[config.mk]
export PLATFORM = sky130hd
export DESIGN_NAME = blink_period_timer
export DESIGN_NICKNAME = d
export VERILOG_FILES = /design/src/rtl/blink_pkg.sv /design/src/rtl/byte_averager.sv /design/src/rtl/reload_scaler.sv /design/src/rtl/interval_counter.sv /design/src/rtl/blink_fsm.sv /design/src/rtl/blink_period_timer.sv
export SDC_FILE = /design/constraint.sdc
export NUM_CORES = 1
export LEC_CHECK = 0
export BUFFER_PORTS_ARGS = -buffer_cell sky130_fd_sc_hd__buf_4
export CAP_MARGIN = 15
export CORE_MARGIN = 5
export CORE_UTILIZATION = 56
export DETAILED_ROUTE_END_ITERATION = 8
export PLACE_DENSITY = 0.8
export SYNTH_ARGS = -nofsm -noshare
export SYNTH_HDL_FRONTEND = slang
export SYNTH_SLANG_ARGS = --single-unit
[constraint.sdc]
create_clock -name clk -period 2.55 [get_ports clk]
set_clock_uncertainty 0.15 [all_clocks]
set_input_delay 0.3825 -clock clk [delete_from_list [all_inputs] [get_ports clk]]
set_output_delay 0.3825 -clock clk [all_outputs]
set_load 0.01 [all_outputs]
[src/rtl/blink_pkg.sv]
package blink_pkg;

    typedef enum logic [1:0] {
        ST_DARK  = 2'd0,
        ST_HOLD  = 2'd1,
        ST_BLINK = 2'd2,
        ST_HALT  = 2'd3
    } blink_state_t;

endpackage

[src/rtl/byte_averager.sv]
module byte_averager #(
    parameter int BYTE_W    = 8,
    parameter int NUM_BYTES = 4
) (
    input  logic [NUM_BYTES*BYTE_W-1:0] bytes_i,
    output logic [BYTE_W-1:0]           mean_o
);
    localparam int SHIFT = $clog2(NUM_BYTES);
    localparam int SUM_W = BYTE_W + SHIFT;

    logic [SUM_W-1:0] ext [NUM_BYTES];
    logic [SUM_W-1:0] sum;

    for (genvar k = 0; k < NUM_BYTES; k++) begin : g_ext
        assign ext[k] = SUM_W'(bytes_i[k*BYTE_W +: BYTE_W]);
    end

    always_comb begin
        sum = '0;
        for (int k = 0; k < NUM_BYTES; k++) begin
            sum = sum + ext[k];
        end
        mean_o = BYTE_W'(sum >> SHIFT);
    end

    // the truncated mean never exceeds the sum divided by the count
    always_comb begin
        assert_mean_bound_R2: assert ((SUM_W'(mean_o) << SHIFT) <= sum);
    end

endmodule

[src/rtl/reload_scaler.sv]
module reload_scaler #(
    parameter int BYTE_W         = 8,
    parameter int TICKS_PER_UNIT = 234,
    parameter int CNT_W          = 16
) (
    input  logic [BYTE_W-1:0] mean_i,
    output logic [CNT_W-1:0]  reload_o
);
    logic [CNT_W-1:0] part [BYTE_W];

    for (genvar b = 0; b < BYTE_W; b++) begin : g_part
        assign part[b] = mean_i[b] ? (CNT_W'(TICKS_PER_UNIT) << b) : '0;
    end

    always_comb begin
        reload_o = '0;
        for (int b = 0; b < BYTE_W; b++) begin
            reload_o = reload_o + part[b];
        end
    end

endmodule

[src/rtl/interval_counter.sv]
module interval_counter #(
    parameter int CNT_W = 16
) (
    input  logic             clk,
    input  logic             rst_n,
    input  logic             start_i,
    input  logic [CNT_W-1:0] reload_i,
    input  logic             run_i,
    input  logic             tick_i,
    output logic             expire_o
);
    logic [CNT_W-1:0] cnt_q;
    logic [CNT_W-1:0] reload_q;

    assign expire_o = run_i && tick_i && !start_i && (cnt_q == CNT_W'(1));

    always_ff @(posedge clk or negedge rst_n) begin
        if (!rst_n) begin
            cnt_q    <= '0;
            reload_q <= '0;
        end else if (start_i) begin
            cnt_q    <= reload_i;
            reload_q <= reload_i;
        end else if (run_i && tick_i) begin
            if (cnt_q == CNT_W'(1)) begin
                cnt_q <= reload_q;
            end else begin
                cnt_q <= cnt_q - CNT_W'(1);
            end
        end
    end

    // without a tick or a start the count does not move
    assert_idle_hold_R6: assert property (@(posedge clk) disable iff (!rst_n)
        (!tick_i && !start_i) |=> $stable(cnt_q));

    // while running the count is never zero
    assert_cnt_nonzero_R3: assert property (@(posedge clk) disable iff (!rst_n)
        run_i |-> (cnt_q != '0));

endmodule

[src/rtl/blink_fsm.sv]
module blink_fsm
    import blink_pkg::*;
(
    input  logic clk,
    input  logic rst_n,
    input  logic load_i,
    input  logic stop_i,
    input  logic mean_zero_i,
    input  logic expire_i,
    output logic start_o,
    output logic run_o,
    output logic led_n_o
);
    blink_state_t state_q, state_d;
    logic         led_d;

    // state register
    always_ff @(posedge clk or negedge rst_n) begin
        if (!rst_n) begin
            state_q <= ST_DARK;
            led_n_o <= 1'b1;
        end else begin
            state_q <= state_d;
            led_n_o <= led_d;
        end
    end

    // next state and outputs
    always_comb begin
        state_d = state_q;
        led_d   = led_n_o;
        start_o = 1'b0;
        run_o   = 1'b0;
        unique case (state_q)
            ST_DARK, ST_HOLD, ST_HALT: begin
                if (stop_i) begin
                    state_d = ST_HALT;
                end else if (load_i) begin
                    state_d = mean_zero_i ? ST_HOLD : ST_BLINK;
                    led_d   = 1'b0;
                    start_o = 1'b1;
                end
            end
            ST_BLINK: begin
                if (stop_i) begin
                    state_d = ST_HALT;
                end else if (load_i) begin
                    state_d = mean_zero_i ? ST_HOLD : ST_BLINK;
                    led_d   = 1'b0;
                    start_o = 1'b1;
                end else begin
                    run_o = 1'b1;
                    if (expire_i) begin
                        led_d = ~led_n_o;
                    end
                end
            end
            default: state_d = ST_DARK;
        endcase
    end

    assert_dark_R1: assert property (@(posedge clk) disable iff (!rst_n)
        (state_q == ST_DARK) |-> led_n_o);

    assert_lit_on_load_R4: assert property (@(posedge clk) disable iff (!rst_n)
        (load_i && !stop_i) |=> !led_n_o);

    assert_hold_lit_R5: assert property (@(posedge clk) disable iff (!rst_n)
        (state_q == ST_HOLD) |-> !led_n_o);

    assert_stop_freeze_R7: assert property (@(posedge clk) disable iff (!rst_n)
        stop_i |=> $stable(led_n_o));

    assert_led_cause_R3: assert property (@(posedge clk) disable iff (!rst_n)
        !$stable(led_n_o) |-> $past(expire_i || load_i));

endmodule

[src/rtl/blink_period_timer.sv]
module blink_period_timer #(
    parameter int BYTE_W         = 8,
    parameter int NUM_BYTES      = 4,
    parameter int TICKS_PER_UNIT = 234
) (
    input  logic                        clk,
    input  logic                        rst_n,
    input  logic [NUM_BYTES*BYTE_W-1:0] cfg_bytes_i,
    input  logic                        load_i,
    input  logic                        stop_i,
    input  logic                        tick_i,
    output logic                        led_n_o
);
    localparam int MAX_RELOAD = ((1 << BYTE_W) - 1) * TICKS_PER_UNIT;
    localparam int CNT_W      = $clog2(MAX_RELOAD + 1);

    logic [BYTE_W-1:0] mean;
    logic [CNT_W-1:0]  reload;
    logic              start;
    logic              run;
    logic              expire;

    byte_averager #(
        .BYTE_W    (BYTE_W),
        .NUM_BYTES (NUM_BYTES)
    ) u_avg (
        .bytes_i (cfg_bytes_i),
        .mean_o  (mean)
    );

    reload_scaler #(
        .BYTE_W         (BYTE_W),
        .TICKS_PER_UNIT (TICKS_PER_UNIT),
        .CNT_W          (CNT_W)
    ) u_scale (
        .mean_i   (mean),
        .reload_o (reload)
    );

    interval_counter #(
        .CNT_W (CNT_W)
    ) u_cnt (
        .clk      (clk),
        .rst_n    (rst_n),
        .start_i  (start),
        .reload_i (reload),
        .run_i    (run),
        .tick_i   (tick_i),
        .expire_o (expire)
    );

    blink_fsm u_fsm (
        .clk         (clk),
        .rst_n       (rst_n),
        .load_i      (load_i),
        .stop_i      (stop_i),
        .mean_zero_i (mean == '0),
        .expire_i    (expire),
        .start_o     (start),
        .run_o       (run),
        .led_n_o     (led_n_o)
    );

endmodule

## Yosys cells after proc, flatten, opt, wreduce, memory -nomap -nowiden

Index checks and enable logic that the tools add are counted.

| storage, ports and cells | value |
|---|---|
| flip-flop bits (word level) | 35 |
| input port bits | 37 |

| operators by class | value |
|---|---|
| $add $sub $neg | 11 |
| eq/ne operators | 9 |
| muxes and demuxes | 27 |
| bitwise operators | 1 |
| reductions and logical operators | 10 |

Operators by type and width:

| kind | count |
|---|---|
| 16-bit adder | 7 |
| 16-bit two-way mux | 3 |
| 10-bit by 8-bit adder with 10-bit output | 2 |
| 16-bit by 1-bit == test with 1-bit output (second input constant) | 1 |
| 16-bit by 1-bit subtractor with 16-bit output (second input constant) | 1 |
| 15-bit two-way mux | 1 |
| 14-bit two-way mux | 1 |
| 13-bit two-way mux | 1 |
| 12-bit two-way mux | 1 |
| 1-bit two-way mux | 11 |
| 11-bit two-way mux | 1 |
| 10-bit two-way mux | 1 |
| 8-bit by 8-bit adder with 9-bit output | 1 |
| 9-bit two-way mux | 1 |
| 8-bit logical NOT | 1 |
| 2-bit two-way mux | 4 |
| 8-bit two-way mux | 1 |
| 2-bit inequality test (second input constant) | 3 |
| 2-bit == test (second input constant) | 2 |
| 4-bit AND reduction | 1 |
| 4-bit OR reduction | 1 |
| 1-bit logical AND | 3 |
| 3-bit by 1-bit inequality test with 1-bit output (second input constant) | 1 |
| 3-bit inequality test (second input constant) | 1 |
| other kinds (7) | 7 |

## Longest topological paths before layout

Gate-level depths: netlist of the first run.

| depth | value |
|---|---|
| word-level depth | 12 |
| mapped depth | 27 |
| gate-level depth less buffers | 27 |

## By module

A second synthesis of the first run with hierarchy kept.

| second synthesis, totals | value |
|---|---|
| cell total of the unflattened synthesis | 416 |
| area, all modules | 3801.1 um2 |

Modules (own cells, without submodules):

| module | times used | cells an instance | area an instance (um2) |
|---|---|---|---|
| interval_counter | 1 | 190 | 1811.7 |
| reload_scaler | 1 | 109 | 1049.8 |
| byte_averager | 1 | 98 | 775.7 |
| blink_fsm | 1 | 16 | 145.1 |
| blink_period_timer | 1 | 3 | 18.8 |

## Least setup slack after synthesis of the first run

Ideal clock, no wire load.

| timing path | value |
|---|---|
| path kind | input port to flip-flop |
| start | input port cfg_bytes_i[0] |
| end | register u_cnt.cnt_q[15] |
| setup time | 0.145 ns |
| data arrival time | 6.032 ns |
| setup slack | -3.777 ns |
| stages on the path | 26 |
| path buffers | 1 |
| cells stage by stage | ha_1 > inv_1 > fa_1 > nor2b_1 > o21ai_0 > a21boi_0 > o21ai_0 > a21bo_2 > fa_1 > inv_1 > ha_1 > buf_1 > and3_1 > a211o_1 > a21o_1 > xnor2_1 > fa_1 > inv_1 > ha_1 > ha_1 > ha_1 > a21o_1 > a21oi_1 > a2bb2oi_1 > a21o_1 > nand4_1 |

| between the ends | value |
|---|---|
| cells in the longest elaborated chain, start to end | 12 |

Ends and longest elaborated chain:

| item | RTL line | RTL |
|---|---|---|
| start: declaration | blink_period_timer.sv:8 | `input logic [NUM_BYTES*BYTE_W-1:0] cfg_bytes_i,` |
| 8-bit by 8-bit adder with 9-bit output (*) | byte_averager.sv:21 | `sum = sum + ext[k];` |
| 10-bit by 8-bit adder with 10-bit output (*) (2 in series) | byte_averager.sv:21 |  |
| 8-bit two-way mux / 9-bit two-way mux (equally long branches) | reload_scaler.sv:12 | `assign part[b] = mean_i[b] ? (CNT_W'(TICKS_PER_UNIT) << b) : '0;` |
| 16-bit adder (6 in series) | reload_scaler.sv:18 | `reload_o = reload_o + part[b];` |
| 16-bit adder (*) | reload_scaler.sv:18 |  |
| 16-bit two-way mux (*) | interval_counter.sv:21 | `end else if (start_i) begin` |
| end signal: assignment | interval_counter.sv:22 | `cnt_q <= reload_i;` |
| end signal: assignment | interval_counter.sv:26 | `cnt_q <= reload_q;` |
| end signal: assignment | interval_counter.sv:28 | `cnt_q <= cnt_q - CNT_W'(1);` |
| end: declaration | interval_counter.sv:12 | `logic [CNT_W-1:0] cnt_q;` |

Mark *: on every way between the ends. The rest lies on a longest branch, timed or not.
A chain may end at the register's enable or synchronous reset.

## Worst setup path after layout of the first run

| timing path | value |
|---|---|
| start | input port cfg_bytes_i[0] |
| end | register u_cnt.reload_q[14] |

| between the ends | value |
|---|---|
| cells in the longest elaborated chain, start to end | 11 |

Ends and longest elaborated chain:

| item | RTL line | RTL |
|---|---|---|
| 8-bit by 8-bit adder with 9-bit output (*) | byte_averager.sv:21 |  |
| 10-bit by 8-bit adder with 10-bit output (*) (2 in series) | byte_averager.sv:21 |  |
| 8-bit two-way mux / 9-bit two-way mux (equally long branches) | reload_scaler.sv:12 |  |
| 16-bit adder (6 in series) | reload_scaler.sv:18 |  |
| 16-bit adder (*) | reload_scaler.sv:18 |  |
| end signal: assignment | interval_counter.sv:23 | `reload_q <= reload_i;` |
| end: declaration | interval_counter.sv:13 | `logic [CNT_W-1:0] reload_q;` |

Marks and branches as above.

==> run metrics, run 1 <==
Crit. End Element=flip-flop; WS Path Type=input pin to flip-flop; status=finished with violations; CTS tree=built; CP arrival=5.96 ns; pin count of the biggest net entering global routing=35; count of different cell masters after synthesis=56; Worst Slack Setup Final=-3.32 ns; max-cap violations=0; mapped cell area=3880 sq um; Async SR Flop Fraction=100%; Site Rows=30; initial core utilization=57.4%; post-route ant nets=0; failing checks=setup timing; via/cell ratio=6.28; DIE HEIGHT=93.2 microns; Total Wirelength=12800 microns; total I/O pin count=38; number of synthesized flops with an enable pin=0; Final Max Slew Viols=0; ant diodes=0; Post-DP HPWL=8060 microns; fin nets=671; CTS Sinks=34; GRT overflow=0; setup TNS=-71.38 ns; most common cell after layout, fill and taps aside=buf_4; final hold violation count=0; commonest register cell after synthesis=dfrtp_1; I/O Buffers=37; GPL Wtd Cong=0.950; most frequent cells in the layout=buf_4 (92), inv_1 (57), nand2_1 (38); critical-path maximum fanout=3; Max clock buf depth=2; TritonCTS Buffers=5; register bit total from synthesis=34; DRC errors left=0; CP max-delay cell=fa_1; Seq/Total Area, Yosys=22.0%; Post-Syn Instances=456; worst skew pair latency=0.30 ns; period utilisation layout=230%; Synth Warn #=0; first-pass GRT wire length=19900 microns; Setup-failing EPs final=32; worst hold path type=input pin to flip-flop; Req. time, crit path=2.64 ns; core outline area=6760 sq um; die span in x=93.2 microns; level count of the clock H-tree=2; initial antenna violation count=0; Clock transition at path regs=0.07 ns; Layout Utilization=82.6%; slew margin rel.=54.9%; Tmin final=5.87 ns; synthesized area per cell=8.51 sq um; worst stage delay on the critical path=0.51 ns; vias after detailed routing=4025; FILL cells=357; initial DRC count=216; Syn-to-layout area delta=43.8%; Die ar.=8690 sq um; root buf cell=clkbuf_8; RSZ-0062 raised after global routing=yes; layout cell share with drive strength beyond 1=39.0%; Worst setup SP type=input pin; worst-margin pin slew=0.669 ns; number of global-route vias before repair=4262; 1st-pass router iterations=5; Syn Nets=567; Max Freq=0.170 GHz; Total GRT Usage=29.0%; drt wl/cell=19.9 microns
## metrics by stage
| stage | std cells | worst slack, ns | cell area [sq um] | hold WS (ns) |
|---|---|---|---|---|
| 2_1_floorplan | 456 | -3.26 | 4130 | -0.0631 |
| 3_3_place_gp | 618 | -3.44 | 4880 | 0.197 |
| 3_5_place_dp | 618 | -3.61 | 4880 | 0.198 |
| 4_1_cts | 637 | -3.14 | 5440 | 0.177 |
| 5_1_grt | 641 | -3.50 | 5580 | 0.215 |
| 6_report | 641 | -3.32 | 5580 | 0.195 |
## metal layers
metal,share of wire [%],wire (microns),vias up,global-route usage [%]
met4,6.3,802,0,16.0
met1,36,4650,1956,32.0
li1,-,-,1784,-
met3,5.9,751,68,4.59
met2,51,6550,217,52.5
met5,0,0,-,0
## final timing paths
check / from / end / slack [ns] / depth (start not counted)
setup reg to reg: u_cnt.cnt_q[4] / u_cnt.cnt_q[15] / 0.03 / 5
hold reg to reg: u_cnt.reload_q[1] / u_cnt.reload_q[1] / 0.34 / 1
setup / recovery: cfg_bytes_i[0] / u_cnt.reload_q[14] / -3.32 / 25
hold / removal: load_i / u_fsm.led_n_o / 0.20 / 2
max in group asynchronous: rst_n / u_fsm.led_n_o / 1.49 / 2
min in group asynchronous: rst_n / u_cnt.cnt_q[2] / 0.42 / 2
## critical path, delay by kind of cell
family                   cells  cell delay, ns
buffers and inverters        5            0.25
AND/OR/NAND/NOR              5            1.08
XOR/XNOR                     2            0.29
AO/OA/AOI/OAI                4            0.91
adder cells (fa/ha/maj)      9            3.03
## final cells by class
type | count | area (sq um) | area share [%]
timing repair buffer | 109 | 885 | 15.9
inverter | 69 | 259 | 4.64
tap | 80 | 100 | 1.79
clock buffer | 7 | 86.3 | 1.55
sequential | 34 | 852 | 15.3
multi-input combinational | 341 | 3390 | 60.8
clock inverter | 1 | 5.00 | 0.0897
## kinds of logic (layout without fill, tap and decap cells)
| family | Yosys count | count (layout) | synth area share, % |
|---|---|---|---|
| compound gates | 104 | 104 | 18.2 |
| xor+xnor | 19 | 19 | 4.29 |
| fa+ha+maj | 74 | 74 | 28.9 |
| buf+inv | 81 | 186 | 7.84 |
| flops | 34 | 34 | 22.0 |
| mux | 3 | 3 | 0.839 |
| simple gates | 141 | 141 | 18.0 |
## sequential cells by signal (all words and copies together) (netlist names)
name	count
u_cnt.cnt_q	16
u_cnt.reload_q	15
u_fsm.led_n_o	1
u_fsm.state_q	2
## cell usage after synthesis, types with 3 or more instances
library cell,n,area [sq um]
and3_1,3,18.8
o31ai_1,7,52.6
nor2b_1,4,25.0
a2bb2oi_1,5,43.8
nor4_1,6,37.5
nor3_1,14,70.1
or2_2,4,25.0
nand4_1,6,37.5
nand2_1,44,165
nand3_1,11,55.1
dfrtp_1,33,826
o211ai_1,5,37.5
nor2_1,29,109
a21o_1,10,75.1
ha_1,48,601
or3_1,4,25.0
fa_1,26,521
a21oi_1,15,75.1
o21ai_0,27,135
nand2b_1,3,18.8
o21a_1,7,52.6
a211oi_1,5,37.5
xnor2_1,8,70.1
clkbuf_1,11,41.3
inv_1,69,259
o22ai_1,3,18.8
xor2_1,11,96.3
## timing repair
action	CTS	global route
hold buffers	1	0
resized for setup	75	24
endpoints found under the setup margin	32	32
buffers inserted	10	5
endpoints found under the hold margin	33	0
pin swaps	38	17
cloned	0	0
Power of run 1 is not shown: default switching activity piles up to over one toggle a cycle in this logic, so the estimate is an artifact.
==> run 2, diff against run 1 <==
--- a/config.mk
+++ b/config.mk
@@ -11,6 +11,7 @@
 export CORE_UTILIZATION = 56
 export DETAILED_ROUTE_END_ITERATION = 8
 export PLACE_DENSITY = 0.8
+export RECOVER_POWER = 50
 export SYNTH_ARGS = -nofsm -noshare
 export SYNTH_HDL_FRONTEND = slang
 export SYNTH_SLANG_ARGS = --single-unit
==> run metrics, run 2 (synthesis gave the netlist of run 1 again) <==
metal3 WL=686 microns; Die ar.=8690 sq um; Tmin final=5.90 ns; worst-margin pin slew=0.850 ns; GRT overflow=0; first-pass GRT wire length=19900 microns; Syn-to-layout area delta=43.8%; worst skew pair latency=0.29 ns; status=finished with violations; DIE HEIGHT=93.2 microns; TritonCTS Buffers=5; post-route ant nets=0; initial DRC count=279; die span in x=93.2 microns; layout cell share with drive strength beyond 1=39.0%; most common cell after layout, fill and taps aside=buf_4; RSZ-0062 raised after global routing=yes; total I/O pin count=38; ant diodes=0; Crit. End Element=flip-flop; drt wl/cell=19.9 microns; root buf cell=clkbuf_8; via/cell ratio=6.29; setup TNS=-71.77 ns; uppermost layer routed=met4; initial antenna violation count=0; period utilisation layout=231%; Largest register FFs=16; 1st-pass router iterations=5; vias after detailed routing=4034; failing checks=setup timing; CTS tree=built; Setup WS pre-CTS=-3.61 ns; Layout Utilization=82.5%; fin nets=671; Clock transition at path regs=0.07 ns; Met2 Wirelength=6580 microns; Max Freq=0.170 GHz; initial core utilization=57.4%; M1 WL=4670 microns; FILL cells=358; Total GRT Usage=29.0%; max-cap violations=0; Worst setup SP type=input pin; most frequent cells in the layout=buf_4 (91), inv_1 (57), nand2_1 (38); Post-DP HPWL=8060 microns; slew margin rel.=43.3%; Site Rows=30; final hold violation count=0; Top reg by flops=u_cnt.cnt_q; Worst Slack Setup Final=-3.35 ns; Req. time, crit path=2.63 ns; Total Wirelength=12800 microns; critical-path maximum fanout=3; GPL Wtd Cong=0.950; core outline area=6760 sq um; Fin Hold WS=0.202 ns; Setup-failing EPs final=32; I/O Buffers=37; biggest regs=u_cnt.cnt_q (16), u_cnt.reload_q (15), u_fsm.state_q (2); CP arrival=5.98 ns; CTS Sinks=34; level count of the clock H-tree=2; number of global-route vias before repair=4262; WS Path Type=input pin to flip-flop; DRC errors left=0; worst hold path type=input pin to flip-flop; Max clock buf depth=2; Final Max Slew Viols=0; pin count of the biggest net entering global routing=35
## run 2: cell types whose count changed in the layout (fill, tap and decap cells not counted)
cell and change:
buf_4 -1, clkbuf_2 +1
## run 2: worst paths after layout
| check | from | end | slack [ns] | cells after the start |
|---|---|---|---|---|
| min in group asynchronous | rst_n | u_cnt.reload_q[3] | 0.57 | 2 |
| worst max register to register | u_cnt.cnt_q[4] | u_cnt.cnt_q[15] | 0.02 | 5 |
| worst max-delay path | cfg_bytes_i[0] | u_cnt.reload_q[14] | -3.35 | 25 |
| worst min register to register | u_cnt.reload_q[1] | u_cnt.reload_q[1] | 0.34 | 1 |
| worst min-delay path | load_i | u_fsm.led_n_o | 0.20 | 2 |
| max in group asynchronous | rst_n | u_cnt.cnt_q[12] | 1.14 | 2 |
## run 2: worst max-delay path, stage by stage
cell and delay, ns:
buf_8 0.07, ha_4 0.13, inv_2 0.04, fa_2 0.38, xor2_2 0.16, fa_1 0.51, inv_1 0.05, ha_1 0.30
and3_1 0.18, a221o_1 0.37, a21o_1 0.21, a21oi_4 0.20, xor2_2 0.12, fa_2 0.38, fa_1 0.50, inv_2 0.05
ha_4 0.28, ha_4 0.15, inv_2 0.04, fa_2 0.41, nor2b_4 0.15, o2111ai_2 0.14, and3b_1 0.24, or4_4 0.44
nand3_2 0.07
## run 2: timing repair
item | 4_1_cts | 5_1_grt
hold buffers | 1 | 0
endpoints found under the hold margin | 33 | 0
gates resized for setup | 75 | 24
pin swaps | 38 | 17
setup endpoints to repair | 32 | 32
buffers inserted | 10 | 5
## run 2: final cells by class
cell class | instances | area, sq um | share of cell area [%]
Clock inverter | 1 | 5.00 | 0.0897
Inverter | 69 | 259 | 4.64
Sequential cell | 34 | 852 | 15.3
Timing Repair Buffer | 109 | 882 | 15.8
Multi-Input combinational cell | 341 | 3390 | 60.8
Tap cell | 80 | 100 | 1.79
Clock buffer | 7 | 86.3 | 1.55
## run 2: stage by stage
stage / instance area [sq um] / cells
after CTS: 5440 / 637
after global placement: 4880 / 618
final: 5580 / 641
after global routing: 5580 / 641
after detailed placement: 4880 / 618
after floorplan: 4130 / 456
## run 2: layer usage
metal / up-vias / GRT usage [%]
met4: 0 / 16.0
li1: 1783 / -
met5: - / 0
met2: 214 / 52.5
met3: 73 / 4.59
met1: 1964 / 32.0
Power of run 2 is left out for the same reason.
